<file path="src/rtl/jtc_pkg.sv">
package jtc_pkg;

  // Strobes from the control to the datapath, one set per cycle.
  typedef struct packed {
    logic issue;         // memory request this cycle, advance fetch pointer
    logic redirect;      // load fetch pointer with jump destination
    logic redirectSkip;  // load fetch pointer with destination past the cached words
    logic startFill;     // capture tag and base, begin filling
    logic invalidate;    // empty the entry
    logic cacheSend;     // deliver a stored word this cycle
  } jtcStrobe_t;

endpackage

</file>
<file path="src/rtl/jtc_control.sv">
module jtc_control
  import jtc_pkg::*;
#(
  parameter int CW = 2
) (
  input  logic       clk,
  input  logic       rstN,
  input  logic       jmpTaken,
  input  logic       jmpLoads,
  input  logic       intRom,
  input  logic       flushIrq,
  input  logic       flushSeg,
  input  logic       memBusy,
  input  logic       tagHit,
  output jtcStrobe_t strobe
);

  localparam int CNTW = $clog2(CW + 1);

  logic [CNTW-1:0] remQ, remD;
  logic            runQ;
  logic            flushAny, cacheable, hitNow;

  always_comb begin
    flushAny  = flushIrq | flushSeg;
    cacheable = jmpLoads && !intRom && !flushAny;
    hitNow    = jmpTaken && cacheable && tagHit;

    strobe              = '0;
    strobe.cacheSend    = (remQ != '0);
    // memory may be asked during the last stored word so it follows without a gap
    strobe.issue        = runQ && !jmpTaken && !memBusy && (remQ <= CNTW'(1));
    strobe.redirect     = jmpTaken && !hitNow;
    strobe.redirectSkip = hitNow;
    strobe.startFill    = jmpTaken && cacheable && !tagHit;
    strobe.invalidate   = flushAny;

    if (jmpTaken)
      remD = hitNow ? CNTW'(CW) : '0;
    else if (remQ != '0)
      remD = remQ - CNTW'(1);
    else
      remD = remQ;
  end

  always_ff @(posedge clk) begin
    if (!rstN) begin
      remQ <= '0;
      runQ <= 1'b0;
    end else begin
      remQ <= remD;
      runQ <= 1'b1;
    end
  end

endmodule

</file>
<file path="src/rtl/jtc_datapath.sv">
module jtc_datapath
  import jtc_pkg::*;
#(
  parameter int          AW         = 16,
  parameter int          WW         = 16,
  parameter int          CW         = 2,
  parameter logic [AW-1:0] RESET_ADDR = '0
) (
  input  logic          clk,
  input  logic          rstN,
  input  jtcStrobe_t    strobe,
  input  logic [AW-1:0] jmpAddr,
  input  logic [AW-1:0] jmpTarget,
  input  logic [WW-1:0] memRdata,
  output logic [AW-1:0] memAddr,
  output logic          tagHit,
  output logic          entryValid,
  output logic          decValid,
  output logic [WW-1:0] decWord,
  output logic [AW-1:0] decAddr
);

  localparam int            STEP   = WW / 8;
  localparam int            IW     = (CW > 1) ? $clog2(CW) : 1;
  localparam logic [AW-1:0] STEP_A = AW'(STEP);
  localparam logic [AW-1:0] SKIP_A = AW'(CW * STEP);

  logic [AW-1:0] fetchPtrQ, reqAddrQ, tagQ, baseQ;
  logic          reqPendQ, validQ, fillActQ;
  logic [IW-1:0] fillIdxQ, sendIdxQ;
  logic [AW-1:0] fillAddr;
  logic          fillHit, fillLast, fillWrite;
  logic [WW-1:0] wordArr [CW];

  assign fillAddr  = baseQ + AW'(fillIdxQ) * STEP_A;
  assign fillHit   = reqPendQ && fillActQ && (reqAddrQ == fillAddr);
  assign fillLast  = (fillIdxQ == IW'(CW - 1));
  assign fillWrite = fillHit && !strobe.invalidate && !strobe.startFill;

  // fetch pointer and outstanding request
  always_ff @(posedge clk) begin
    if (!rstN) begin
      fetchPtrQ <= RESET_ADDR;
      reqAddrQ  <= RESET_ADDR;
      reqPendQ  <= 1'b0;
    end else begin
      reqPendQ <= strobe.issue;
      if (strobe.issue) reqAddrQ <= fetchPtrQ;
      if (strobe.redirect)
        fetchPtrQ <= jmpTarget;
      else if (strobe.redirectSkip)
        fetchPtrQ <= jmpTarget + SKIP_A;
      else if (strobe.issue)
        fetchPtrQ <= fetchPtrQ + STEP_A;
    end
  end

  // entry tag, base and fill progress
  always_ff @(posedge clk) begin
    if (!rstN) begin
      validQ   <= 1'b0;
      fillActQ <= 1'b0;
      fillIdxQ <= '0;
      tagQ     <= '0;
      baseQ    <= '0;
    end else if (strobe.invalidate) begin
      validQ   <= 1'b0;
      fillActQ <= 1'b0;
    end else if (strobe.startFill) begin
      validQ   <= 1'b0;
      fillActQ <= 1'b1;
      fillIdxQ <= '0;
      tagQ     <= jmpAddr;
      baseQ    <= jmpTarget;
    end else if (fillHit) begin
      if (fillLast) begin
        validQ   <= 1'b1;
        fillActQ <= 1'b0;
      end else begin
        fillIdxQ <= fillIdxQ + IW'(1);
      end
    end
  end

  // stored words, one register per slot
  for (genvar g = 0; g < CW; g++) begin : g_word
    logic [WW-1:0] wordQ;
    always_ff @(posedge clk) begin
      if (fillWrite && (fillIdxQ == IW'(g))) wordQ <= memRdata;
    end
    assign wordArr[g] = wordQ;
  end

  // index of the stored word being delivered
  always_ff @(posedge clk) begin
    if (!rstN)
      sendIdxQ <= '0;
    else if (strobe.redirectSkip)
      sendIdxQ <= '0;
    else if (strobe.cacheSend)
      sendIdxQ <= sendIdxQ + IW'(1);
  end

  assign memAddr    = fetchPtrQ;
  assign tagHit     = validQ && (tagQ == jmpAddr);
  assign entryValid = validQ;
  assign decValid   = strobe.cacheSend || reqPendQ;
  assign decWord    = strobe.cacheSend ? wordArr[sendIdxQ] : memRdata;
  assign decAddr    = strobe.cacheSend ? (baseQ + AW'(sendIdxQ) * STEP_A) : reqAddrQ;

endmodule

</file>
<file path="src/rtl/jtc_top.sv">
module jtc_top
  import jtc_pkg::*;
#(
  parameter int            AW         = 16,
  parameter int            WW         = 16,
  parameter int            CW         = 2,
  parameter logic [AW-1:0] RESET_ADDR = '0
) (
  input  logic          clk,
  input  logic          rstN,
  input  logic          jmpTaken,
  input  logic          jmpLoads,
  input  logic [AW-1:0] jmpAddr,
  input  logic [AW-1:0] jmpTarget,
  input  logic          intRom,
  input  logic          flushIrq,
  input  logic          flushSeg,
  output logic          memReq,
  output logic [AW-1:0] memAddr,
  input  logic          memBusy,
  input  logic [WW-1:0] memRdata,
  output logic          decValid,
  output logic [WW-1:0] decWord,
  output logic [AW-1:0] decAddr
);

  jtcStrobe_t strobe;
  logic       tagHit;
  logic       entryValid;

  jtc_control #(.CW(CW)) i_ctrl (
    .clk      (clk),
    .rstN     (rstN),
    .jmpTaken (jmpTaken),
    .jmpLoads (jmpLoads),
    .intRom   (intRom),
    .flushIrq (flushIrq),
    .flushSeg (flushSeg),
    .memBusy  (memBusy),
    .tagHit   (tagHit),
    .strobe   (strobe)
  );

  jtc_datapath #(.AW(AW), .WW(WW), .CW(CW), .RESET_ADDR(RESET_ADDR)) i_dp (
    .clk        (clk),
    .rstN       (rstN),
    .strobe     (strobe),
    .jmpAddr    (jmpAddr),
    .jmpTarget  (jmpTarget),
    .memRdata   (memRdata),
    .memAddr    (memAddr),
    .tagHit     (tagHit),
    .entryValid (entryValid),
    .decValid   (decValid),
    .decWord    (decWord),
    .decAddr    (decAddr)
  );

  assign memReq = strobe.issue;

endmodule

</file>
<file path="config.mk">
export PLATFORM = sky130hd
export DESIGN_NAME = jtc_top
export DESIGN_NICKNAME = d
export VERILOG_FILES = /design/src/rtl/jtc_pkg.sv /design/src/rtl/jtc_control.sv /design/src/rtl/jtc_datapath.sv /design/src/rtl/jtc_top.sv
export SDC_FILE = /design/constraint.sdc
export NUM_CORES = 1
export LEC_CHECK = 0
export ABC_AREA = 1
export BUFFER_PORTS_ARGS = -buffer_cell sky130_fd_sc_hd__buf_2
export CORE_MARGIN = 3
export CORE_UTILIZATION = 35
export CTS_CLUSTER_SIZE = 30
export DETAILED_ROUTE_END_ITERATION = 7
export PLACE_DENSITY = 0.67
export SYNTH_ARGS = -nofsm -noshare
export SYNTH_HDL_FRONTEND = slang
export SYNTH_SLANG_ARGS = --single-unit
</file>
<file path="constraint.sdc">
create_clock -name clk -period 2.41 [get_ports clk]
set_input_delay 0.3615 -clock clk [delete_from_list [all_inputs] [get_ports clk]]
set_output_delay 0.3615 -clock clk [all_outputs]
set_load 0.05 [all_outputs]
</file>
# Yosys cells after proc, flatten, opt, wreduce, memory -nomap -nowiden
# Cells that the tools add are included.
# word_totals
register_bits,104
# classes
n_addsub,7
n_lt_le_gt_ge,2
n_eq_ne,2
mux,18
n_bitwise,5
reduce_logical,36
# op_table
operator,count
$mux W16,8
$add A16 B2 Y16,2
$eq A16 B16 Y1,2
$add A16 B2 Y16 const B,1
$add A16 B3 Y16 const B,1
$logic_and A1 B1 Y1,16
$reduce_and A2 Y1,4
$reduce_bool A2 Y1,4
$logic_not A1 Y1,7
$mux W1,7
$mux W2,3
$reduce_or A2 Y1,2
$not A1 Y1,3
$reduce_bool A3 Y1,1
$reduce_or A3 Y1,1
$add A1 B1 Y1 const B,2
$ge A2 B2 Y1 const B,1
$le A2 B1 Y1 const B,1
$not A1 Y2,1
$sub A2 B1 Y2 const B,1
$logic_or A1 B1 Y1,1
$or A1 B1 Y1,1

# Depth between registers and ports, before layout
# depth
ltp_word,8
depth_mapped,15
depth_no_buf,15

# Modules after synthesis
# A second synthesis with hierarchy kept.
# unflattened
hier_cells,825
area_unflattened_um2,5858.1
# by_module_without_submodules
module,instances,cells_each,area_each_um2,seq_area_each_um2
jtc_datapath,1,793,5635.4,2342.2
jtc_control,1,32,222.7,60.1

# Worst setup path after synthesis
# OpenSTA, ideal clock, no wires.
# synth_timing
kind,register to output
startpoint,reg i_dp.baseQ[1]
endpoint,out decAddr[11]
arrival_ns,2.364
t_required_ns,2.049
slack_ns,-0.316
stages_incl_launch_ff,9
path_buffers,0
cell_sequence,dfxtp_1 ha_1 ha_1 nand2_1 nor3_2 nand2_1 nor2_1 xnor2_1 o21ai_0
# synth_between
elab_chain_cells,2
# synth_lines
element,line_no,rtl
from (decl),jtc_datapath.sv:28,"logic [AW-1:0] fetchPtrQ, reqAddrQ, tagQ, baseQ;"
from (signal assigned),jtc_datapath.sv:74,baseQ <= jmpTarget;
$add A16 B2 Y16,jtc_datapath.sv:109,assign decAddr = strobe.cacheSend ? (baseQ + AW'(sendIdxQ) * STEP_A) : reqAddrQ;
$mux W16,jtc_datapath.sv:109,
to (decl),jtc_top.sv:24,output logic [AW-1:0] decAddr
# No other way between the ends.

# Worst setup path after layout
# layout_timing
startpoint,reg i_dp.baseQ[1]
endpoint,"reg i_dp.g_word[1].wordQ[15], enable pin"
# layout_between
elab_chain_cells,6
# layout_lines
element,line_no,rtl
$add A16 B2 Y16,jtc_datapath.sv:35,assign fillAddr = baseQ + AW'(fillIdxQ) * STEP_A;
$eq A16 B16 Y1,jtc_datapath.sv:36,assign fillHit = reqPendQ && fillActQ && (reqAddrQ == fillAddr);
$logic_and A1 B1 Y1,jtc_datapath.sv:36,
$logic_and A1 B1 Y1 (2 in series),jtc_datapath.sv:38,assign fillWrite = fillHit && !strobe.invalidate && !strobe.startFill;
$logic_and A1 B1 Y1,jtc_datapath.sv:89,if (fillWrite && (fillIdxQ == IW'(g))) wordQ <= memRdata;
to (signal assigned),jtc_datapath.sv:89,
to (decl),jtc_datapath.sv:87,logic [WW-1:0] wordQ;
# No other way between the ends.
# A chain may end at the register's enable or synchronous reset.

==> summary.md <==
| Metric | Value |
|---|---|
| Cells along the critical path | `buf_6, ha_4, ha_4, inv_2, nand2_1, nand2_1, nor2_2, nand3_1, nor2_1, nand3_1, nor2_2, nand3_2, nor3_4, buf_6, buf_16` |
| Number of antenna violations at the first check in global routing | `0` |
| P_leak | `3.39 nW` |
| First-iteration detailed-routing DRC count | `574` |
| Finish-stage setup viols | `16` |
| DP HPWL | `13,600 um` |
| Total gr overflow | `0` |
| Portion of the post-synthesis area used by sequential elements | `38.2%` |
| Power density normalized to cell area | `564 nW/um2` |
| Number of buffer and inverter instances along the worst setup path | `4` |
| Final hold slack | `0.198 ns` |
| Post-cts hold buffer count | `0` |
| Critical Path Slowest Stage Cell | `sky130_fd_sc_hd__dfxtp_4` |
| Total nets after synthesis | `just under 1k` |
| PnR worst setup slack | `-0.0383 ns` |
| Number of design rule violations left after detail routing | `0` |
| Final count of pins violating max slew | `0` |
| Shortest clock period the worst path allows after layout | `~2.4 ns` |
| Cell types occupying the most area after synthesis | `sky130_fd_sc_hd__dfxtp_1 23%, sky130_fd_sc_hd__edfxtp_1 15%, sky130_fd_sc_hd__nand2_1 12%, sky130_fd_sc_hd__a21oi_1 6.8%, sky130_fd_sc_hd__o21ai_0 6.5%` |
| CTS tree | `built` |
| Number of warnings issued by yosys | `0` |
| Clock network latency to the later pin of the worst-skew pair | `around 0.36 ns` |
| H-tree level count | `3` |
| Unique cell type count in the Yosys netlist | `41` |
| Overall power of the completed layout | `0.00435 W` |
| Number of port buffers | `105` |
| Number of clock buffers inserted by TritonCTS | `9` |
| Peak supply drop | `0.353 mV` |
| Cell Area, Synth | `6280 um2` |
| Clock transition at the registers of the reported paths | `0.08 ns` |
| Area added between synthesis and finish | `22.7%` |
| Highest attainable clock frequency | `between 400 and 500 MHz` |
| Wirelength per Cell | `14.6 um` |
| Data arrival, critical path | `2.54 ns` |
| Result of the run | `complete, but fails checks` |
| CTS max path bufs | `2` |
| Share of Yosys cell area claimed by the top area cell type | `22.9%` |
| Largest clock skew in the final design | `0.0122 ns` |
| Post-synthesis cell type with the largest combined area | `sky130_fd_sc_hd__dfxtp_1` |
| Kind of start point of the critical path | `flop` |
| Max incr delay on CP | `0.37 ns` |
| Worst Setup Path Type | `reg2reg` |
| Antenna diode count | `0` |
| Violations in the final reports | `setup timing` |
| Number of placement rows | `48` |
| Synthesized area divided by synthesized cell count | `6.91 um2` |
| Maximum number of pins on one net before global-route repair | `36` |
| Average via count per standard cell | `5.01` |
| Highest fanout seen on the critical path | `8` |
| Number of synthesized register bits | `104` |
| Req. time, crit path | `2.50 ns` |
| Via count of the first global-routing pass | `approximately 5.5k` |
| Effective utilization at floorplan | `36.1%` |
| Worst Setup End Kind | `flop` |
| Total count of hold-check failures in the final report | `0` |
| Layout cells sized above 1 | `20.6%` |
| Post-synth ARST share | `0%` |
| Top-level port count | `106` |
| Overall routed net length | `18,200 um` |
| Rel. slew slack | `52.3%` |
| Share of the cycle needed by the critical path after routing | `102%` |
| Number of max-cap violations | `0` |
| Area inside the core boundary | `17,400 um2` |
| Buffer cell driving the clock tree root | `sky130_fd_sc_hd__clkbuf_16` |
| Y dimension of the die | `140 um` |
| Cells after Synth | `909` |
| RSZ-0062 raised after global routing | `true` |
| Global-route wire length before repair | `28,900 um` |
| Kind of cell adding the most delay to the critical path | `simple AND/OR/NAND/NOR gates` |
| Number of vias in the routed layout | `6,247` |
| Number of enable-type register cells in the synthesized netlist | `32` |
| Count of TritonRoute iterations in the first routing pass | `5` |
| Main synth FF type | `sky130_fd_sc_hd__dfxtp_1` |
| Nets | `around 1.1k` |
| Gr usage total | `18.1%` |
| DIE WIDTH | `140 um` |
| Post-placement worst setup slack | `0.0143 ns` |
| Global placer's final weighted congestion | `0.897` |
| Most common cell after layout, fill and taps aside | `sky130_fd_sc_hd__nand2_1` |
| Utilization of the core after routing | `44.3%` |
| Total Die Area | `19,600 um2` |
| Routed Antenna Nets | `0` |
| Most used cells in the layout excluding fill and tap cells | `190 x sky130_fd_sc_hd__nand2_1, 105 x sky130_fd_sc_hd__inv_1, 100 x sky130_fd_sc_hd__nor2_1` |
| Hold Path Class | `in2reg` |
| Slew at the pin closest to its max-slew limit | `0.714 ns` |
| Number of clock sinks seen by CTS | `104` |
power breakdown:
part	switching, W	internal, W
Clock	0.000749	0.000739
Sequential	0.0000723	0.00185
Combinational	0.000661	0.000276
flip-flops by register name (all words and copies together), names as in the netlist:
signal and flops:
i_ctrl.remQ 2, i_ctrl.runQ 1, i_dp.baseQ 16, i_dp.entryValid 1
i_dp.fillActQ 1, i_dp.fillIdxQ 1, i_dp.g_word.wordQ 32, i_dp.memAddr 16
i_dp.reqAddrQ 16, i_dp.reqPendQ 1, i_dp.sendIdxQ 1, i_dp.tagQ 16
repair_timing:
item                       in CTS  in global routing
gates cloned                    1                  0
setup endpoints to repair       6                 59
pin swaps                       7                  6
buffers inserted                7                  3
gates resized for setup        27                 38
synth_stat cells (all sizes together) (3+ instances only):
library cell,n
ha,8
or2,4
o21ai,84
xnor2,13
nand2,199
a31oi,3
nand3,63
edfxtp,32
nor2,116
nand4,26
a21oi,87
buf,16
o211ai,4
inv,110
xor2,26
nor3,11
dfxtp,72
clkbuf,23
cell families (layout without fill, tap and decap cells):
family	count (synthesis)	after routing	synth area share, %
buffers and inverters	151	264	9.78
DFF	104	104	38.2
adders and majority gates	8	8	1.59
and+or+nand+nor	422	422	29.5
AOI/OAI and AO/OA	185	185	15.3
xor gates and xnor gates	39	39	5.67
cell type report:
type / count / area, um2
timing repair buffer: 136 / 882
sequential: 104 / 2410
inverter: 112 / 424
fill: 1759 / 9710
clock inverter: 7 / 73.8
clock buffer: 9 / 225
multi-input combinational: 654 / 3410
tap: 225 / 282
stage by stage:
step | instances | cell area, um2 | setup TNS [ns]
final | 1247 | 7710 | -0.548
after global routing | 1247 | 7710 | -3.94
after CTS | 1244 | 7600 | 0
after detailed placement | 1220 | 7120 | 0
after global placement | 1220 | 7120 | 0
after floorplan | 909 | 6300 | -1.43
final timing paths:
check	start	to	slack, ns	cells after the start
worst min-delay path	memRdata[4]	i_dp.g_word[0].wordQ[4]	0.20	1
worst max-delay path	i_dp.baseQ[1]	i_dp.g_word[1].wordQ[15]	-0.04	15
worst min register to register	i_dp.tagQ[1]	i_dp.tagQ[1]	0.47	2
worst max register to register	i_dp.baseQ[1]	i_dp.g_word[1].wordQ[15]	-0.04	15
per-layer routing:
layer / vias to the layer above / track usage [%] / wire length, um
met5: - / 0 / 0
met4: 0 / 5.46 / 250
met3: 15 / 3.04 / 1410
met2: 205 / 27.4 / 8170
met1: 2829 / 26.5 / 8390
li1: 3198 / - / -
Note: power is estimated with default switching activity, not from simulation.
